--- config.mk ---
export PLATFORM = sky130hd
export DESIGN_NAME = adc_result_fifo
export DESIGN_NICKNAME = d
export VERILOG_FILES = /design/src/rtl/adcfifo_pkg.sv /design/src/rtl/adc_ring.sv /design/src/rtl/temp_slot.sv /design/src/rtl/serial_tx.sv /design/src/rtl/adc_result_fifo.sv
export SDC_FILE = /design/constraint.sdc
export NUM_CORES = 1
export LEC_CHECK = 0
export BUFFER_PORTS_ARGS = -buffer_cell sky130_fd_sc_hd__clkbuf_2
export CORE_MARGIN = 5
export CORE_UTILIZATION = 52
export CTS_CLUSTER_DIAMETER = 200
export DETAILED_ROUTE_END_ITERATION = 10
export HOLD_SLACK_MARGIN = 0.05
export PLACE_DENSITY = 0.68
export SLEW_MARGIN = 15
export SYNTH_ARGS = -nofsm -noshare
export SYNTH_HDL_FRONTEND = slang
export SYNTH_SLANG_ARGS = --single-unit
--- constraint.sdc ---
create_clock -name clk -period 6.5 [get_ports clk]
set_input_delay 0.325 -clock clk [delete_from_list [all_inputs] [get_ports clk]]
set_output_delay 0.325 -clock clk [all_outputs]
set_load 0.05 [all_outputs]
--- src/rtl/adcfifo_pkg.sv ---
package adcfifo_pkg;
    typedef enum logic [1:0] {
        SRC_NONE = 2'd0,
        SRC_TEMP = 2'd1,
        SRC_ADC  = 2'd2
    } src_e;
endpackage

--- src/rtl/adc_ring.sv ---
module adc_ring #(
    parameter int DATA_W = 12,
    parameter int DEPTH  = 16
) (
    input  logic                           clk,
    input  logic                           rst_n,
    input  logic                           wr_en,
    input  logic [DATA_W-1:0]              wr_data,
    input  logic                           pop,
    output logic [DATA_W-1:0]              head,
    output logic [$clog2(DEPTH+1)-1:0]     count
);
    localparam int PTR_W = (DEPTH > 1) ? $clog2(DEPTH) : 1;
    localparam int CNT_W = $clog2(DEPTH + 1);

    typedef struct packed {
        logic [PTR_W-1:0] rd;
        logic [PTR_W-1:0] wr;
        logic [CNT_W-1:0] cnt;
    } ring_st_t;

    ring_st_t st_d, st_q;
    logic [DATA_W-1:0] mem [DEPTH];
    logic full;

    function automatic logic [PTR_W-1:0] step(input logic [PTR_W-1:0] p);
        return (p == PTR_W'(DEPTH - 1)) ? '0 : p + 1'b1;
    endfunction

    always_comb begin
        st_d = st_q;
        full = (st_q.cnt == CNT_W'(DEPTH));
        if (wr_en) begin
            st_d.wr = step(st_q.wr);
        end
        // the oldest entry leaves on a pop, or when a write lands on a full ring
        if (pop || (wr_en && full)) begin
            st_d.rd = step(st_q.rd);
        end
        if (wr_en && !pop && !full) begin
            st_d.cnt = st_q.cnt + 1'b1;
        end else if (pop && !wr_en) begin
            st_d.cnt = st_q.cnt - 1'b1;
        end
    end

    always_ff @(posedge clk or negedge rst_n) begin
        if (!rst_n) begin
            st_q <= '0;
        end else begin
            st_q <= st_d;
        end
    end

    always_ff @(posedge clk) begin
        if (wr_en) begin
            mem[st_q.wr] <= wr_data;
        end
    end

    assign head  = mem[st_q.rd];
    assign count = st_q.cnt;

    AST_COUNT_BOUND: assert property (@(posedge clk) disable iff (!rst_n)
        st_q.cnt <= CNT_W'(DEPTH));
    AST_FULL_WRITE_HOLDS: assert property (@(posedge clk) disable iff (!rst_n)
        (st_q.cnt == CNT_W'(DEPTH) && wr_en && !pop) |=> st_q.cnt == CNT_W'(DEPTH));
    AST_POP_NONEMPTY: assert property (@(posedge clk) disable iff (!rst_n)
        pop |-> st_q.cnt != '0);
endmodule

--- src/rtl/temp_slot.sv ---
module temp_slot #(
    parameter int DATA_W = 12
) (
    input  logic              clk,
    input  logic              rst_n,
    input  logic              wr_en,
    input  logic [DATA_W-1:0] wr_data,
    input  logic              clr,
    output logic              valid,
    output logic [DATA_W-1:0] data
);
    typedef struct packed {
        logic              valid;
        logic [DATA_W-1:0] data;
    } slot_st_t;

    slot_st_t st_d, st_q;

    always_comb begin
        st_d = st_q;
        if (clr) begin
            st_d.valid = 1'b0;
        end
        // a fresh reading wins over a clear in the same cycle
        if (wr_en) begin
            st_d.valid = 1'b1;
            st_d.data  = wr_data;
        end
    end

    always_ff @(posedge clk or negedge rst_n) begin
        if (!rst_n) begin
            st_q <= '0;
        end else begin
            st_q <= st_d;
        end
    end

    assign valid = st_q.valid;
    assign data  = st_q.data;

    AST_TEMP_KEEPS_NEW: assert property (@(posedge clk) disable iff (!rst_n)
        wr_en |=> (valid && data == $past(wr_data)));
endmodule

--- src/rtl/serial_tx.sv ---
module serial_tx #(
    parameter int WORD_W = 16
) (
    input  logic              clk,
    input  logic              rst_n,
    input  logic              cs_n,
    input  logic              sclk,
    input  logic [WORD_W-1:0] load_word,
    output logic              sdo,
    output logic              frame_start,
    output logic              frame_done
);
    localparam int BC_W = $clog2(WORD_W + 1);

    typedef struct packed {
        logic              cs;
        logic              sck;
        logic [WORD_W-1:0] shift;
        logic [BC_W-1:0]   rises;
    } tx_st_t;

    tx_st_t st_d, st_q;
    logic cs_fall, cs_rise, sck_rise, sck_fall;

    always_comb begin
        cs_fall  = st_q.cs && !cs_n;
        cs_rise  = !st_q.cs && cs_n;
        sck_rise = !st_q.sck && sclk;
        sck_fall = st_q.sck && !sclk;
        st_d     = st_q;
        st_d.cs  = cs_n;
        st_d.sck = sclk;
        if (cs_n) begin
            st_d.shift = '0;
            st_d.rises = '0;
        end else if (cs_fall) begin
            st_d.shift = load_word;
            st_d.rises = '0;
        end else begin
            if (sck_fall) begin
                st_d.shift = {st_q.shift[WORD_W-2:0], 1'b0};
            end
            if (sck_rise && st_q.rises != BC_W'(WORD_W)) begin
                st_d.rises = st_q.rises + 1'b1;
            end
        end
        frame_start = cs_fall;
        frame_done  = cs_rise && (st_q.rises == BC_W'(WORD_W));
    end

    always_ff @(posedge clk or negedge rst_n) begin
        if (!rst_n) begin
            st_q       <= '0;
            st_q.cs    <= 1'b1;
        end else begin
            st_q <= st_d;
        end
    end

    assign sdo = st_q.shift[WORD_W-1];

    AST_QUIET_DESELECTED: assert property (@(posedge clk) disable iff (!rst_n)
        $past(cs_n) |-> !sdo);
endmodule

--- src/rtl/adc_result_fifo.sv ---
module adc_result_fifo #(
    parameter int DATA_W = 12,
    parameter int WORD_W = 16,
    parameter int DEPTH  = 16
) (
    input  logic                       clk,
    input  logic                       rst_n,
    input  logic                       adc_wr,
    input  logic [DATA_W-1:0]          adc_data,
    input  logic                       temp_wr,
    input  logic [DATA_W-1:0]          temp_data,
    input  logic                       cs_n,
    input  logic                       sclk,
    output logic                       sdo,
    output logic [$clog2(DEPTH+1)-1:0] adc_count,
    output logic                       temp_valid
);
    import adcfifo_pkg::*;

    localparam int PAD_W = WORD_W - DATA_W;
    localparam int CNT_W = $clog2(DEPTH + 1);

    typedef struct packed {
        src_e src;
        logic disp;
    } frm_st_t;

    frm_st_t st_d, st_q;
    logic [DATA_W-1:0] ring_head, t_data;
    logic [WORD_W-1:0] load_word;
    logic frame_start, frame_done, pop_adc, clr_temp, ring_full;
    src_e pick;

    adc_ring #(.DATA_W(DATA_W), .DEPTH(DEPTH)) u_ring (
        .clk(clk), .rst_n(rst_n), .wr_en(adc_wr), .wr_data(adc_data),
        .pop(pop_adc), .head(ring_head), .count(adc_count)
    );

    temp_slot #(.DATA_W(DATA_W)) u_temp (
        .clk(clk), .rst_n(rst_n), .wr_en(temp_wr), .wr_data(temp_data),
        .clr(clr_temp), .valid(temp_valid), .data(t_data)
    );

    serial_tx #(.WORD_W(WORD_W)) u_tx (
        .clk(clk), .rst_n(rst_n), .cs_n(cs_n), .sclk(sclk),
        .load_word(load_word), .sdo(sdo),
        .frame_start(frame_start), .frame_done(frame_done)
    );

    always_comb begin
        ring_full = (adc_count == CNT_W'(DEPTH));
        if (temp_valid) begin
            pick      = SRC_TEMP;
            load_word = {{PAD_W{1'b0}}, t_data};
        end else if (adc_count != '0) begin
            pick      = SRC_ADC;
            load_word = {{PAD_W{1'b0}}, ring_head};
        end else begin
            pick      = SRC_NONE;
            load_word = '0;
        end

        st_d = st_q;
        if (frame_start) begin
            st_d.src  = pick;
            st_d.disp = (pick == SRC_TEMP && temp_wr) ||
                        (pick == SRC_ADC && adc_wr && ring_full);
        end else if (cs_n) begin
            st_d.src  = SRC_NONE;
            st_d.disp = 1'b0;
        end else begin
            // the word in flight lost its storage before the frame finished
            if (st_q.src == SRC_TEMP && temp_wr) begin
                st_d.disp = 1'b1;
            end
            if (st_q.src == SRC_ADC && adc_wr && ring_full) begin
                st_d.disp = 1'b1;
            end
        end

        pop_adc  = frame_done && st_q.src == SRC_ADC  && !st_q.disp;
        clr_temp = frame_done && st_q.src == SRC_TEMP && !st_q.disp;
    end

    always_ff @(posedge clk or negedge rst_n) begin
        if (!rst_n) begin
            st_q <= '{src: SRC_NONE, disp: 1'b0};
        end else begin
            st_q <= st_d;
        end
    end

    AST_EMPTY_READS_ZERO: assert property (@(posedge clk) disable iff (!rst_n)
        (frame_start && !temp_valid && adc_count == '0) |=> !sdo);
    AST_SHORT_FRAME_KEEPS: assert property (@(posedge clk) disable iff (!rst_n)
        (cs_n && !$past(cs_n) && !frame_done && !adc_wr) |=> adc_count == $past(adc_count));
endmodule

==> After elaboration in Yosys (flattened, before gate mapping) <==
Memories as Yosys holds them, arrays and structs flattened.
Cells that the tools add are included.
{ "op_classes": {"n_mux": 21, "shifts": 0, "n_lt_le_gt_ge": 0, "mul": 0, "n_addsub": 5, "bitwise_logic": 0, "reduce_logical": 37, "eq_ne": 9, "div": 0} }
{ "ops": {"columns": ["operator", "n"], "rows": [
  ["$mux 21", 2],
  ["$mux 16", 2],
  ["$logic_and 1x1->1", 20],
  ["$mux 5", 3],
  ["$mux 13", 1],
  ["$mux 12", 1],
  ["$add 5x1->5 const B", 2],
  ["$eq 5x5->1 const B", 2],
  ["$add 4x1->4 const B", 2],
  ["$eq 4x4->1 const B", 2],
  ["$logic_not 1->1", 8],
  ["$mux 4", 2],
  ["$mux 1", 6],
  ["$mux 2", 3],
  ["$reduce_bool 2->1", 3],
  ["$reduce_bool 3->1", 2],
  ["$ne 5x5->1 const B", 1],
  ["$reduce_bool 5->1", 1],
  ["$sub 5x1->5 const B", 1],
  ["$eq 2x1->1 const B", 2],
  ["$eq 2x2->1 const B", 2],
  ["$reduce_bool 4->1", 1],
  ["$mux 3", 1],
  ["$logic_or 1x1->1", 2]
]} }
{ "word_totals": {"input_bits": 30, "romBits": 0, "regBits": 52, "latch_bits": 0, "ramBits": 192, "n_memories": 1} }
{ "mem_list": {"columns": ["memory", "words", "word_bits", "read_ports", "rd_clocked_by_memory_dff", "wr", "line", "source"], "rows": [
  ["u_ring.mem", 16, 12, 1, 0, 1, "adc_ring.sv:23", "logic [DATA_W-1:0] mem [DEPTH];"]
]} }

==> Longest topological paths before layout <==
{ "logic_depth": {"depth_word": 9, "mapped_depth": 11, "depth_no_buf": 11} }

==> Modules after synthesis <==
Synthesis repeated with hierarchy kept, for this count alone.
{ "hier_totals": {"cells_unflattened": 603, "area_unflattened_um2": 10550.1} }
{ "by_module_without_submodules": {"columns": ["mod", "n_inst", "area_each_um2", "cells_each", "seq_area_each_um2"], "rows": [
  ["adc_ring", 1, 8474.4, 435, 6090.8],
  ["serial_tx", 1, 1227.4, 106, 576.8],
  ["temp_slot", 1, 518.0, 28, 325.3],
  ["adc_result_fifo", 1, 330.3, 34, 75.1]
]} }

==> Worst setup path before layout <==
Ideal clock, no wire load.
{ "synth_path": {"kind": "flip-flop to flip-flop", "from": "reg u_ring.st_q (netlist bit u_ring.count[1])", "to": "reg u_ring.st_q (netlist bit u_ring.count[4])", "required_time_ns": 6.374, "slack_ns": 4.042, "setup_ns": 0.126, "stages_incl_launch_ff": 10, "n_path_buf": 0, "arrival_ns": 2.332, "path_cell_list": "dfrtp_1 or4_1 o21ai_1 nand2b_1 inv_1 fa_1 nand3b_1 nand2_1 nor3_1 o311a_1"} }
{ "synth_between": {"elab_chain_len": 4, "elab_cells_between_ends": 8} }
{ "synth_rtl": {"columns": ["item", "line", "source"], "rows": [
  ["from (decl)", "adc_ring.sv:22", "ring_st_t st_d, st_q;"],
  ["from (signal assigned)", "adc_ring.sv:51", "st_q <= st_d;"],
  ["parallel branches: the longest is 4 deep, another holds $sub 5x1->5", null, null]
]} }
Several ways; the timed one is not identified. The select of a mux whose other input is x is not followed.
A chain may end at the register's enable or synchronous reset.

==> Final worst setup path <==
{ "layout_path": {"from": "reg u_tx.st_q[0] in the netlist's numbering", "to": "reg u_ring.st_q (netlist bit u_ring.count[4])"} }
{ "layout_between": {"elab_chain_len": 8, "elab_cells_between_ends": 10} }
{ "layout_rtl": {"columns": ["item", "line", "source"], "rows": [
  ["from (decl)", "serial_tx.sv:22", "tx_st_t st_d, st_q;"],
  ["from (signal assigned)", "serial_tx.sv:56", "st_q <= st_d;"],
  ["$eq 5x5->1 (*)", "serial_tx.sv:48", "frame_done = cs_rise && (st_q.rises == BC_W'(WORD_W));"],
  ["$logic_and 1x1->1 (*)", "serial_tx.sv:48", null],
  ["$logic_and 1x1->1 (*) (2 in series)", "adc_result_fifo.sv:81", "pop_adc = frame_done && st_q.src == SRC_ADC && !st_q.disp;"],
  ["$logic_not 1->1", "adc_ring.sv:40", "if (wr_en && !pop && !full) begin"],
  ["$logic_and 1x1->1 (2 in series)", "adc_ring.sv:40", null],
  ["$mux 5 or $reduce_bool 2->1 (tied branches)", null, null]
]} }
Mark *: on every way between the ends. The rest lies on a longest branch, timed or not.

==> impl_metrics.ini <==
[yosys]
synth_edf_count = 192
synth_flop_cell = edfxtp_1
syn_area_mm2 = 0.01017
yosysWarningCount = 0
synth.most_common_cell = edfxtp_1
async_flop_share = 0.2131
yosysTopAreaCell = edfxtp_1
yosys-top-cells-count = edfxtp_1, mux2i_1, dfrtp_1, nand2_1
synth_area_leaders = edfxtp_1, dfrtp_1, mux2i_1
syn_inst = 642
synth_nets = 684
synth-seq-cells = 244
yosysSeqAreaShare = 0.6947
yosysUniqueCellTypes = 53
postSynthAreaPerCell_um2 = 15.85
synth_top_area_frac = 0.5667

[floorplan]
die_h_um = 149.9
io_pins = 37
start_util = 0.5262
fp-row-count = 51
coreArea_mm2 = 0.01933
fp.dieW_um = 149.9
dieArea_mm2 = 0.02246

[power]
p_switching_mw = 1.260
intPower_mw = 3.066
pwr-share-seq = 0.466
p_sw_frac = 0.2913
peakVddDrop_mv = 0.1755
p_per_area_mw_per_mm2 = 372.1
power_frac_clock = 0.321
comb_power_share = 0.212
p_leak_nw = 4.065

[critical_path]
path_class = reg -> reg
crit_required_ns = 6.89
cp.arrival_ns = 3.22
crit_path_max_fanout = 6
cp-end-kind = flip-flop
startpoint_type = flip-flop

[finish]
layout-drive-gt1-share = 0.1969
nFillCells = 1416
seq_area_mm2 = 0.007072
num_antenna_cells = 0
nets = 745
multi_input_area_mm2 = 0.002890
area_delta_synth_final_pct = 14.27
layoutNonFillerInstCount = 986

[global_routing]
grt_max_degree = 53
grt_use_total = 0.1952
antenna_found_initial = 0
grt_pass1_wl_um = 33620
gr-total-overflow = 0
grt_pass1_vias = 5876

[drt]
drt-initial-drc-count = 530
via_count = 5690
avgRoutedWirePerCell_um = 21.60
antenna_left = 0
drc = 0
wl_um = 21300
firstDrtPassIters = 5
via_per_inst = 5.771

[clocking]
post-cts-setup-buffers = 0
cts.repair.resized = 0
cts_sinks = 244
clockBufferDepth = 3
clkSlewWorstSetupHoldPaths_ns = 0.06
root_buffer = clkbuf_16
cts_hold_buf = 15
cts_max_level = 1
clock_latency_ns = 0.51
cts_buffers = 25
cts_tree = built

[timing]
tns_ns = 0
finalHoldViolCount = 0
setup_viol = 0
worst_pin_slew_ns = 0.9370
fmax_mhz = 354.3
finalCriticalPeriod_ns = 2.822
fin_crit_sh = 0.4342
rsz0062_at_grt = no
skew_ns = 0.008449
timing.final.max_slew_violations = 0
timing.slew.headroom = 0.3753

[placement]
dp_cells = 926
dp_hpwl_um = 13390
place_congestion = 0.8025
port_buffers = 36

[flow_run]
max_cap_violations = 0

[min_path]
hp-class = in -> reg

[outcome]
outcome = finished, final reports clean
-- stage by stage --
stage          power [mW]  hold slack [ns]  instance area, um^2  setup WS, ns  utilization
2_1_floorplan       2.686          0.02941                10170         4.042            -
3_3_place_gp        2.928           0.4912                10680         3.874       0.5522
3_5_place_dp        2.959           0.4942                10680         3.687       0.5522
4_1_cts             4.355           0.2124                11630         3.664       0.6013
5_1_grt             4.526           0.2381                11630         3.499       0.6013
6_report            4.326           0.2182                11630         3.678       0.6013
-- layout make-up --
cell class,count,share of cell area
multi-input combinational,350,0.2486
timing repair buffer,74,0.04326
tap,265,0.02852
sequential,244,0.6083
clock inverter,17,0.01399
clock buffer,28,0.05478
inverter,8,0.002583
-- path summary, 6_finish.rpt --
check | slack, ns | start | depth (start not counted) | endpoint
max in group asynchronous | 5.51 | rst_n | 3 | u_ring.st_q[10]
worst min register to register | 0.51 | st_q[1] | 1 | st_q[1]
worst max register to register | 3.68 | u_tx.st_q[0] | 11 | u_ring.count[4]
worst max-delay path | 3.68 | u_tx.st_q[0] | 11 | u_ring.count[4]
worst min-delay path | 0.22 | adc_data[0] | 1 | u_ring.mem[12][0]
min in group asynchronous | 0.48 | rst_n | 3 | u_ring.count[1]
-- cell families (layout without fill, tap and decap cells) --
| logic type | Yosys count | in the layout | synth area share |
|---|---|---|---|
| AO/OA/AOI/OAI | 94 | 94 | 0.06653 |
| buffers and inverters | 48 | 127 | 0.02324 |
| multiplexers | 112 | 112 | 0.1328 |
| AND/OR/NAND/NOR | 122 | 122 | 0.05866 |
| XOR/XNOR | 10 | 10 | 0.008609 |
| flip-flops | 244 | 244 | 0.6947 |
| adder cells (fa/ha/maj) | 12 | 12 | 0.01549 |
-- routing by layer --
layer  share of wire  up-vias  global-route usage
met5               0        -                   0
li1                -     2614                   -
met4           0.017        0             0.04849
met1            0.44     2885              0.2721
met3           0.052       31             0.03028
met2            0.49      160              0.3255
-- critical path, cell delays in order, from the launching register on --
cell	delay, ns
dfrtp_1	0.43
inv_1	0.09
ha_1	0.14
and4bb_2	0.29
nand4_1	0.31
nand2b_1	0.30
inv_1	0.08
fa_1	0.40
nand3b_1	0.17
nand2_1	0.11
nor3_1	0.07
o311a_1	0.30
-- sequential cells by signal, indices dropped and copies added (netlist names) --
name and flops:
u_ring.mem 192, u_tx.st_q 22, u_temp.data 12, u_ring.st_q 8, u_ring.count 5, st_q 3, u_temp.valid 1, u_tx.sdo 1
-- power by group through the flow --
stage | clock network [mW] | logic, mW | registers [mW]
floorplan | 0 | 0.745 | 1.94
global placement | 0 | 0.891 | 2.04
detailed placement | 0 | 0.910 | 2.05
CTS | 1.41 | 0.922 | 2.02
global route | 1.49 | 0.994 | 2.04
finish | 1.39 | 0.919 | 2.02
-- cells in the final DEF (no fill, tap or decap), types with 5 or more instances in the layout --
cell type / n
edfxtp_1: 192
mux2i_1: 74
dfrtp_1: 50
nand2_1: 47
clkbuf_2: 36
clkbuf_16: 25
nor2_1: 24
a22oi_1: 24
buf_4: 23
mux2_2: 21
mux4_2: 16
dlygate4sd3_1: 15
o2111ai_1: 14
o21ai_0: 13
o211ai_1: 12
a21oi_1: 11
ha_1: 11
nand3_1: 9
inv_1: 8
o2bb2ai_1: 8
nand2b_1: 7
xnor2_1: 7
nor2b_1: 6
clkinv_1: 6
clkinv_2: 5
Power figures use the tool's default switching activity.
